==> config.mk <==
export PLATFORM = sky130hd
export DESIGN_NAME = sio_cfg_ctrl
export DESIGN_NICKNAME = d
export VERILOG_FILES = /design/src/rtl/sio_cfg_pkg.sv /design/src/rtl/sio_cfg_seq.sv /design/src/rtl/sio_cfg_bank.sv /design/src/rtl/sio_cfg_ctrl.sv
export SDC_FILE = /design/constraint.sdc
export NUM_CORES = 2
export LEC_CHECK = 0
export ABC_CLOCK_PERIOD_IN_PS = 5850
export CELL_PAD_IN_SITES_DETAIL_PLACEMENT = 2
export CELL_PAD_IN_SITES_GLOBAL_PLACEMENT = 2
export CORE_ASPECT_RATIO = 0.75
export CORE_MARGIN = 4
export CORE_UTILIZATION = 25
export DETAILED_ROUTE_END_ITERATION = 8
export PLACE_DENSITY = 0.53
export SLEW_MARGIN = 30
export SYNTH_ARGS = -nofsm -noshare
export SYNTH_HDL_FRONTEND = slang
export SYNTH_SLANG_ARGS = --single-unit
export TNS_END_PERCENT = 20
==> constraint.sdc <==
create_clock -name clk -period 5.85 [get_ports clk]
set_clock_uncertainty 0.05 [all_clocks]
set_input_delay 1.17 -clock clk [delete_from_list [all_inputs] [get_ports clk]]
set_output_delay 1.17 -clock clk [all_outputs]
set_load 0.01 [all_outputs]
==> src/rtl/sio_cfg_pkg.sv <==
package sio_cfg_pkg;

  localparam int GLB_N  = 48;
  localparam int SLOT_N = 18;

  typedef struct packed {
    logic       glbWr;
    logic       bnkWr;
    logic [7:0] idx;
    logic [7:0] data;
  } cfg_cmd_t;

  // register index held by each banked storage slot
  function automatic logic [7:0] slot_addr(int s);
    case (s)
      0:  return 8'h30;
      1:  return 8'h60;
      2:  return 8'h61;
      3:  return 8'h62;
      4:  return 8'h63;
      5:  return 8'h70;
      6:  return 8'h71;
      7:  return 8'h74;
      8:  return 8'hB8;
      9:  return 8'hC0;
      10: return 8'hC1;
      11: return 8'hF0;
      12: return 8'hF1;
      13: return 8'hF2;
      14: return 8'hF4;
      15: return 8'hF5;
      16: return 8'hF6;
      17: return 8'hF7;
      default: return 8'h00;
    endcase
  endfunction

  function automatic logic [7:0] glb_mask(logic [7:0] idx);
    case (idx)
      8'h02, 8'h07, 8'h26, 8'h27,
      8'h2B, 8'h2C, 8'h2D, 8'h2E, 8'h2F: return 8'hFF;
      8'h22, 8'h23:                      return 8'h39;
      8'h24:                             return 8'h4E;
      default:                           return 8'h00;
    endcase
  endfunction

  function automatic logic [7:0] glb_default(logic [7:0] idx, logic strapAlt);
    case (idx)
      8'h22:   return 8'h39;
      8'h24:   return 8'h04;
      8'h26:   return strapAlt ? 8'h70 : 8'hF0;
      8'h27:   return 8'h03;
      default: return 8'h00;
    endcase
  endfunction

  function automatic logic [7:0] bank_mask(logic [3:0] dev, logic [7:0] idx);
    logic [7:0] m;
    m = 8'hFF;
    case (dev)
      4'd0: case (idx)
              8'hF0: m = 8'hEF;
              8'hF1: m = 8'hFC;
              8'hF4, 8'hF5, 8'hF6, 8'hF7: m = 8'h5B;
              default: m = 8'hFF;
            endcase
      4'd4: if (idx == 8'hF0) m = 8'h83;
      4'd5: if (idx == 8'hF0) m = 8'h03;
            else if (idx == 8'hF1) m = 8'h7F;
      4'd7: if (idx == 8'hF0) m = 8'h84;
      4'd8: if (idx == 8'hC0) m = 8'h1B;
            else if (idx == 8'hC1) m = 8'h0F;
      default: m = 8'hFF;
    endcase
    return m;
  endfunction

  // registers whose unmasked bits survive a write
  function automatic logic bank_keep(logic [3:0] dev, logic [7:0] idx);
    return (dev == 4'd8) && (idx == 8'hC0);
  endfunction

  function automatic logic [7:0] bank_default(logic [3:0] dev, logic [7:0] idx);
    case ({dev, idx})
      {4'd0, 8'h60}: return 8'h03;
      {4'd0, 8'h61}: return 8'hF0;
      {4'd0, 8'h70}: return 8'h06;
      {4'd0, 8'h74}: return 8'h02;
      {4'd0, 8'hF0}: return 8'h0E;
      {4'd0, 8'hF2}: return 8'hFF;
      {4'd3, 8'h60}: return 8'h03;
      {4'd3, 8'h61}: return 8'h78;
      {4'd3, 8'h70}: return 8'h07;
      {4'd3, 8'h74}: return 8'h04;
      {4'd3, 8'hF0}: return 8'h3C;
      {4'd4, 8'h60}: return 8'h03;
      {4'd4, 8'h61}: return 8'hF8;
      {4'd4, 8'h70}: return 8'h04;
      {4'd5, 8'h60}: return 8'h02;
      {4'd5, 8'h61}: return 8'hF8;
      {4'd5, 8'h70}: return 8'h03;
      {4'd5, 8'h74}: return 8'h04;
      {4'd5, 8'hF1}: return 8'h02;
      {4'd5, 8'hF2}: return 8'h03;
      {4'd7, 8'h61}: return 8'h60;
      {4'd7, 8'h70}: return 8'h01;
      {4'd8, 8'hC0}: return 8'h06;
      {4'd8, 8'hC1}: return 8'h03;
      default:       return 8'h00;
    endcase
  endfunction

  // registers that decoders downstream care about
  function automatic logic bank_watched(logic [7:0] idx);
    return (idx == 8'h30) || (idx == 8'h60) || (idx == 8'h61) || (idx == 8'h70);
  endfunction

endpackage

==> src/rtl/sio_cfg_seq.sv <==
module sio_cfg_seq
  import sio_cfg_pkg::*;
#(
  parameter logic [7:0] KEY_ENTER = 8'h55,
  parameter logic [7:0] KEY_EXIT  = 8'hAA,
  parameter logic [7:0] EXIT_REG  = 8'h02,
  parameter logic [7:0] EXIT_VAL  = 8'h02
) (
  input  logic       clk,
  input  logic       rst_n,
  input  logic       cs,
  input  logic       addr0,
  input  logic       wr,
  input  logic [7:0] wdata,
  output logic       cfgMode,
  output cfg_cmd_t   cmd
);

  logic [7:0] idxQ;
  logic       idxWr;
  logic       datWr;

  assign idxWr = cs && wr && !addr0;
  assign datWr = cs && wr && addr0 && cfgMode;

  always_ff @(posedge clk) begin
    if (!rst_n) begin
      cfgMode <= 1'b0;
      idxQ    <= 8'h00;
    end else if (idxWr) begin
      if (!cfgMode) begin
        if (wdata == KEY_ENTER) cfgMode <= 1'b1;
      end else if (wdata == KEY_EXIT) begin
        cfgMode <= 1'b0;
      end else begin
        idxQ <= wdata;
      end
    end else if (datWr && idxQ == EXIT_REG && wdata == EXIT_VAL) begin
      cfgMode <= 1'b0;
    end
  end

  always_comb begin
    cmd.glbWr = datWr && (idxQ <  8'(GLB_N));
    cmd.bnkWr = datWr && (idxQ >= 8'(GLB_N));
    cmd.idx   = idxQ;
    cmd.data  = wdata;
  end

endmodule

==> src/rtl/sio_cfg_bank.sv <==
module sio_cfg_bank
  import sio_cfg_pkg::*;
#(
  parameter int         NUM_DEV = 9,
  parameter int         DEV_W   = 4,
  parameter logic [7:0] DEV_ID  = 8'h47
) (
  input  logic             clk,
  input  logic             rst_n,
  input  logic             strapAlt,
  input  cfg_cmd_t         cmd,
  output logic [7:0]       rdVal,
  output logic             chgStb,
  output logic [DEV_W-1:0] chgDev,
  output logic             pwrStb
);

  localparam int          SLOT_W  = $clog2(SLOT_N);
  localparam int          GLB_W   = $clog2(GLB_N);
  localparam logic [7:0]  PWR_REG = 8'h22;
  localparam logic [7:0]  SEL_REG = 8'h07;
  localparam logic [7:0]  ID_REG  = 8'h20;
  localparam logic [7:0]  ACT_REG = 8'h30;

  logic [7:0] glb  [GLB_N];
  logic [7:0] bank [NUM_DEV][SLOT_N];

  logic [7:0]        devSel;
  logic              devOk;
  logic [DEV_W-1:0]  devIx;
  logic              slotHit;
  logic [SLOT_W-1:0] slotIx;
  logic [7:0]        oldVal, bMask, newVal, g22Next;
  logic              bWrite, forcePwr, chgNext;

  assign devSel = glb[GLB_W'(SEL_REG)];
  assign devOk  = devSel < 8'(NUM_DEV);
  assign devIx  = devSel[DEV_W-1:0];

  always_comb begin
    slotHit = 1'b0;
    slotIx  = '0;
    for (int s = 0; s < SLOT_N; s++) begin
      if (cmd.idx == slot_addr(s)) begin
        slotHit = 1'b1;
        slotIx  = SLOT_W'(s);
      end
    end
  end

  assign oldVal = devOk ? bank[devIx][slotIx] : 8'h00;
  assign bMask  = bank_mask(4'(devSel), cmd.idx);
  assign newVal = bank_keep(4'(devSel), cmd.idx) ? ((oldVal & ~bMask) | (cmd.data & bMask))
                                                 : (cmd.data & bMask);
  assign bWrite = cmd.bnkWr && devOk && slotHit;

  // activate bit of a powered device also turns on its power bit
  assign forcePwr = bWrite && (cmd.idx == ACT_REG) && cmd.data[0] &&
                    ((devSel == 8'd0) || (devSel == 8'd3) || (devSel == 8'd4) || (devSel == 8'd5));

  always_comb begin
    g22Next = glb[GLB_W'(PWR_REG)];
    if (cmd.glbWr && cmd.idx == PWR_REG) g22Next = cmd.data & glb_mask(PWR_REG);
    if (forcePwr) g22Next[devSel[2:0]] = 1'b1;
  end

  assign chgNext = bWrite && bank_watched(cmd.idx) && (newVal != oldVal);

  always_ff @(posedge clk) begin
    if (!rst_n) begin
      for (int i = 0; i < GLB_N; i++) glb[i] <= glb_default(8'(i), strapAlt);
      for (int d = 0; d < NUM_DEV; d++)
        for (int s = 0; s < SLOT_N; s++)
          bank[d][s] <= bank_default(4'(d), slot_addr(s));
      chgStb <= 1'b0;
      chgDev <= '0;
      pwrStb <= 1'b0;
    end else begin
      if (cmd.glbWr) glb[cmd.idx[GLB_W-1:0]] <= cmd.data & glb_mask(cmd.idx);
      glb[GLB_W'(PWR_REG)] <= g22Next;
      if (bWrite) bank[devIx][slotIx] <= newVal;
      chgStb <= chgNext;
      chgDev <= devIx;
      pwrStb <= g22Next != glb[GLB_W'(PWR_REG)];
    end
  end

  always_comb begin
    if (cmd.idx < 8'(GLB_N))
      rdVal = (cmd.idx == ID_REG) ? DEV_ID : glb[cmd.idx[GLB_W-1:0]];
    else if (!devOk)
      rdVal = 8'hFF;
    else if (slotHit)
      rdVal = oldVal;
    else
      rdVal = 8'h00;
  end

endmodule

==> src/rtl/sio_cfg_ctrl.sv <==
module sio_cfg_ctrl
  import sio_cfg_pkg::*;
#(
  parameter int         NUM_DEV = 9,
  parameter logic [7:0] DEV_ID  = 8'h47,
  localparam int        DEV_W   = $clog2(NUM_DEV)
) (
  input  logic             clk,
  input  logic             rst_n,
  input  logic             strapAlt,
  input  logic             cs,
  input  logic             addr0,
  input  logic             rd,
  input  logic             wr,
  input  logic [7:0]       wdata,
  output logic [7:0]       rdata,
  output logic             cfgMode,
  output logic             chgStb,
  output logic [DEV_W-1:0] chgDev,
  output logic             pwrStb
);

  cfg_cmd_t   cmd;
  logic [7:0] rdVal;

  sio_cfg_seq u_seq (
    .clk     (clk),
    .rst_n   (rst_n),
    .cs      (cs),
    .addr0   (addr0),
    .wr      (wr),
    .wdata   (wdata),
    .cfgMode (cfgMode),
    .cmd     (cmd)
  );

  sio_cfg_bank #(
    .NUM_DEV (NUM_DEV),
    .DEV_W   (DEV_W),
    .DEV_ID  (DEV_ID)
  ) u_bank (
    .clk      (clk),
    .rst_n    (rst_n),
    .strapAlt (strapAlt),
    .cmd      (cmd),
    .rdVal    (rdVal),
    .chgStb   (chgStb),
    .chgDev   (chgDev),
    .pwrStb   (pwrStb)
  );

  assign rdata = (cs && rd && cfgMode) ? (addr0 ? rdVal : cmd.idx) : 8'hFF;

endmodule

Word level (Yosys, flattened, before mapping)
Memory sizes are Yosys's and may differ from the RTL's. A register that Yosys moved wholly into a read port is not among the register bits. Index checks and enable logic that the tools add are counted.

Flip-flop bits (word level): 15. Bits in latches: 0. RAM bits: 1680. Bits in read-only memories: 0. Input port bits: 15. Output and inout port bits: 15. Word-level logic and storage cells: 630. Memories: 2.

$add $sub $neg: 0. Multipliers: 0. Divide/modulo/power cells: 0. Magnitude comparators: 7. Equal/unequal tests: 206. Shifts and indexed selects: 0. Muxes and demuxes: 325. Bitwise logic cells: 12. Reduce and logical (&&, ||, !) cells: 73.

Memory list: u_bank.bank (depth 9, width 144, read ports 1, clocked after Yosys merged registers in 0, wr ports 9, RTL line sio_cfg_bank.sv:26) `logic [7:0] bank [NUM_DEV][SLOT_N];`; u_bank.glb (depth 48, width 8, read ports 3, clocked after Yosys merged registers in 1, wr ports 48, RTL line sio_cfg_bank.sv:25) `logic [7:0] glb [GLB_N];`.

Operators by type and width (count): 8-bit two-way mux (153); 8-bit case mux with 6 select lines (18); 8-bit equality test (second input constant) (101); 8-bit by 7-bit equality test with 1-bit output (second input constant) (80); 7-bit case mux with 5 select lines (18); 8-bit case mux with 4 select lines (18); 8-bit case mux with 3 select lines (20); 144-bit two-way mux (3); 7-bit case mux with 2 select lines (18); 144-bit OR reduction (1); 3-bit case mux with 2 select lines (18); 8-bit by 6-bit equality test with 1-bit output (second input constant) (12); 2-bit OR reduction (37); 8-bit binary-select mux with 5-bit select (1); 8-bit demux with 5-bit select (1); 8-bit case mux with 5 select lines (1); 4-bit two-way mux (9); 1-bit two-way mux (33); 8-bit AND (3); 8-bit by 2-bit equality test with 1-bit output (second input constant) (3); 8-bit by 3-bit equality test with 1-bit output (second input constant) (3); 1-bit logical AND (21); 6-bit two-way mux (3); 8-bit != test (2); 30 further kinds (46).

Longest topological paths before layout
Word-level depth: 28. Gate-level depth with buffers: 19. Gate-level depth less buffers: 10.

Hierarchy
From an unflattened synthesis, not the netlist that was laid out.

Cells, all modules: 7779. Area, all modules: 115569.6 um^2.

Modules (own cells, without submodules): sio_cfg_bank (times used 1, cells an instance 7704, area each 114919.0 um^2, sequential area each 82679.3 um^2); sio_cfg_seq (times used 1, cells an instance 56, area each 518.0 um^2, sequential area each 180.2 um^2); sio_cfg_ctrl (times used 1, cells an instance 19, area each 132.6 um^2, sequential area each 0.0 um^2).

Worst setup path before layout
Ideal clock, no wire load.

Kind: register to register. From: memory u_bank.glb[7][0]. To: memory u_bank.bank[10][102] (netlist name), data pin. Library setup time: 0.520 ns. Data arrival time: 4.716 ns. Data required time: 5.280 ns. Slack: 0.564 ns. Cell stages (with the launch flop): 18. Buffers on the path: 11. Clock period less this slack: 5.286 ns. Cells stage by stage: edfxtp_1 buf_4 buf_8 buf_6 buf_8 buf_6 buf_6 buf_6 buf_6 buf_6 mux2_2 o211ai_1 nand3_1 o21a_1 nand2b_1 buf_2 buf_2 inv_1.

RTL lines (RTL line): start, declared (sio_cfg_bank.sv:25); end, declared (sio_cfg_bank.sv:26).

==> reports/metrics.csv <==
stage,metric,value,unit
drt,vias,69440,
worst_setup_path,slowest_stage,edfxtp_1,
worst_setup_path,worstPathMaxFanout,8,
place,post_dp_cell_area,133000,um2
worst_setup_path,criticalPathCategory,reg2out,
logic_synthesis,synth.area.top_cells,"edfxtp_1 72%, mux4_2 15%, nor2_1 3.9%",
outcome,failed_checks,negative setup slack,
layout,final_nets,8614,
place,port-buffer-count,29,
job,max_cap_violations,0,
place,hpwl,281000,um
timing,worst_pin_slew,0.980,ns
logic_synthesis,synth_edf_count,2808,
timing,setup_viol_count_final,6,
power,ir_worst_vdd,233,uV
logic_synthesis,ys_warn_count,0,
logic_synthesis,synth.top_cell.area_share,72.3,%
layout,fill_cells,47456,
global_route,grt_pass1_vias,73557,
timing,slew_violations,0,
logic_synthesis,synth_area,117000,um2
floorplan,die_width,797,um
timing,min_period_over_period,102,%
worst_setup_path,worst_setup_path_end_kind,output pin,
floorplan,io_pins,30,
worst_hold_path,hp-class,reg2reg,
timing,clock.fmax,167,MHz
logic_synthesis,synth_top_family_by_area,multiplexers,
timing,hold_viol_final,0,
worst_setup_path,crit_cells,16,
logic_synthesis,ys_seq_elements,2837,
clock_network,numCtsBuffers,307,
layout,finish.instance_area,146000,um2
worst_setup_path,r2r-end,u_bank.bank[7][127]$_SDFFCE_PN0P_,
logic_synthesis,synth_top_cell_by_area,edfxtp_1,
layout,syn_to_final_growth,24.8,%
layout,seqCellArea,84900,um2
clock_network,clock_sinks,2837,
clock_network,cts_tree,yes,
timing,rsz0062_at_grt,yes,
global_route,globalRoute.totalOverflow,0,
layout,fin_util,31.4,%
worst_setup_path,cp_num_buf_inv,7,
worst_setup_path,crit_top_cell,buf_4,
floorplan,die_y,600,um
place,place_congestion,0.867,
logic_synthesis,synthAdderAreaFrac,0,%
power,p_per_area,316,nW/um2
logic_synthesis,synthMuxAreaShare,15.2,%
drt,routedWlPerCell,27.9,um
logic_synthesis,synthFlopType,edfxtp_1,
floorplan,die_area,478000,um2
clock_network,ctsHoldBuffers,0,
drt,via_per_inst,4.61,
clock_network,clk_pin_slew,0.06,ns
layout,multi_input_area,36200,um2
global_route,grt_pass1_wl,586000,um
timing,post-route-min-period,5.98,ns
worst_hold_path,holdPathStages,1,
worst_setup_path,startpoint_type,flip-flop,
worst_setup_path,required,4.63,ns
logic_synthesis,synthArstFlopShare,0,%
drt,remaining_drc_errors,0,
logic_synthesis,synth-compound-area-share,3.07,%
global_route,track_usage,17.3,%
logic_synthesis,syn_inst,6641,
worst_setup_path,rr_worst_depth,15,
logic_synthesis,synth_cell_type_count,91,
layout,drive_above_1_share,23.1,%
power,power.leakage,48.9,nW
drt,ant_nets,0,
logic_synthesis,synth_xor_area_share,0.0300,%
global_route,antenna_found_initial,37,
power,totalPowerFinal,46.0,mW
clock_network,cts_root_buf,clkbuf_16,
outcome,status,"finished, violations left",
floorplan,core.rowCount,216,
logic_synthesis,synth.avg_cell_area,17.6,um2
logic_synthesis,seq_area_frac_synth,72.8,%
worst_setup_path,crit_path_max_incr_delay,0.43,ns
worst_setup_path,critPathLaunch,u_bank.glb[7][0]$_SDFFCE_PN0P_,
drt,dr.pass1.iters,7,
drt,drtIter0Drc,7639,
clock_network,clock_path_buffers,4,
clock_network,cts_max_level,5,
worst_setup_path,worstPathArrival,4.76,ns
clock_network,clk_latency,0.92,ns
timing,slew_headroom,34.7,%
global_route,grt_max_degree,114,
floorplan,initial_core_util,25.2,%
worst_setup_path,reg2reg_slack,0.06,ns
worst_setup_path,timing.rr.start,u_bank.glb[7][0]$_SDFFCE_PN0P_,
worst_setup_path,path_cells,"buf_6, buf_12, bufbuf_16, buf_4, or2_2, buf_4, o22ai_1, o21ai_1, o41ai_2, a22oi_1, nand3_1, a21oi_4, a21oi_2, buf_4, o2111ai_4, buf_6",
drt,wirelength,419000,um
worst_setup_path,cp_top_family,compound AO/OA/AOI/OAI gates,
logic_synthesis,yosys.area_share.simple,6.89,%
floorplan,core-area,463000,um2
timing,worst_slack,-0.134,ns
worst_setup_path,cp-endpoint,rdata[5],
layer usage:
layer / global-route usage (%) / up-vias / wire length (um)
li1: - / 28654 / -
met1: 26.0 / 38175 / 199000
met2: 26.4 / 2147 / 186000
met3: 2.72 / 464 / 26700
met4: 3.46 / 0 / 8520
met5: 0 / - / 0
cells by family (layout without fill, tap and decap cells):
logic type	count (synthesis)	in the layout
and+or+nand+nor	1980	1980
DFF	2837	2837
muxes	826	826
buffers and inverters	488	1210
other	1	1472
xor gates and xnor gates	4	4
AOI/OAI and AO/OA	505	505
worst register-to-register path, stage by stage, from the launching register on:
cell and delay (ns):
edfxtp_1 0.46, buf_6 0.16, buf_12 0.15, buf_4 0.17, bufbuf_16 0.31, or3_1 0.47
a21oi_2 0.29, buf_4 0.23, nand2_1 0.22, nor2_1 0.34, o211ai_1 0.24, buf_4 0.29
nor3_2 0.23, buf_4 0.48, nand3_1 0.68, nand2_1 0.65
per-stage QoR:
step                worst slack [ns]  std cells  TNS, ns  hold slack [ns]
floorplan                      0.564       8105        0            0.419
global placement               -1.26      14406    -2.87            0.442
detailed placement            -0.738      14410    -2.16            0.448
CTS                           -0.157      15031   -0.832            0.456
global route                  -0.174      15043    -1.08            0.473
finish                        -0.134      15047   -0.502            0.454
timing repair:
action	4_1_cts	5_1_grt
cloned	13	0
pin swaps	46	20
setup endpoints to repair	8	8
gates resized for setup	318	49
buffers inserted	73	12
worst min-delay path by stage:
stage / slack, ns / from / end
2_1_floorplan: 0.42 / u_bank.glb[34][4]$_DFF_P_ / u_bank.glb[34][4]$_DFF_P_
3_3_place_gp: 0.44 / u_bank.glb[34][7]$_DFF_P_ / u_bank.glb[34][7]$_DFF_P_
3_5_place_dp: 0.45 / u_bank.glb[34][1]$_DFF_P_ / u_bank.glb[34][1]$_DFF_P_
4_1_cts: 0.46 / u_bank.glb[34][1]$_DFF_P_ / u_bank.glb[34][1]$_DFF_P_
5_1_grt: 0.47 / u_bank.glb[34][1]$_DFF_P_ / u_bank.glb[34][1]$_DFF_P_
6_report: 0.45 / u_bank.glb[34][1]$_DFF_P_ / u_bank.glb[34][1]$_DFF_P_
state kept, by name, indices dropped and copies added (netlist names), named ones only:
| name | cells |
|---|---|
| u_bank.chgStb | 1 |
| u_bank.chgDev | 4 |
| u_bank.bank | 2304 |
| u_seq.idxQ | 8 |
| u_bank.glb | 512 |
| u_seq.cfgMode | 1 |
| u_bank.pwrStb | 1 |
report_power, final:
part | internal, mW | switching, mW | leakage, nW
registers | 23.4 | 0.317 | 27.2
logic | 1.30 | 1.95 | 17.2
clock network | 10.6 | 8.44 | 4.59
synthesized netlist by cell type (all sizes together), types with 5 or more instances:
master / number
nand3: 76
a2111oi: 15
mux4: 752
or3: 15
dfxtp: 29
nor3: 31
clkbuf: 202
nand2b: 18
a21o: 8
a41oi: 5
o22ai: 20
a21oi: 70
mux2: 12
o211ai: 12
or2: 15
buf: 253
o31ai: 9
o221ai: 5
a31oi: 14
mux2i: 62
nor2b: 24
a22oi: 174
nand4: 8
inv: 30
nand2: 502
a211oi: 7
a22o: 23
and3: 16
and2: 14
nor4: 6
edfxtp: 2808
a221oi: 24
o21ai: 77
nor2: 1228
final cells by class:
class | instances | share of cell area [%]
antenna | 7 | 0.0120
inverter | 33 | 0.107
clock inverter | 155 | 0.897
tap | 6213 | 5.34
timing repair buffer | 640 | 4.86
sequential | 2837 | 58.3
multi-input combinational | 4780 | 24.9
clock buffer | 382 | 5.56
placed cells by master, fill, tap and decap left out, types with 13 or more instances in the layout:
cell             instances
clkinv_1                74
nand3_1                 66
nor2_1                1218
mux4_2                 752
or2_2                   13
edfxtp_1              2808
and3_1                  14
nor3_1                  22
o21ai_0                 52
buf_16                  21
clkbuf_1                69
inv_1                   21
dfxtp_1                 19
a22oi_2                 46
buf_6                   35
a21oi_2                 14
nand2_1                487
or3_1                   14
nand2b_1                13
conb_1                1465
buf_4                  431
clkbuf_16              313
clkdlybuf4s50_1         20
o22ai_1                 16
nor2b_1                 15
a21oi_1                 53
a22o_1                  20
buf_12                 112
a22oi_1                128
bufinv_16               17
mux2i_1                 47
clkinv_2                44
Note: power is estimated with default switching activity, not from simulation.
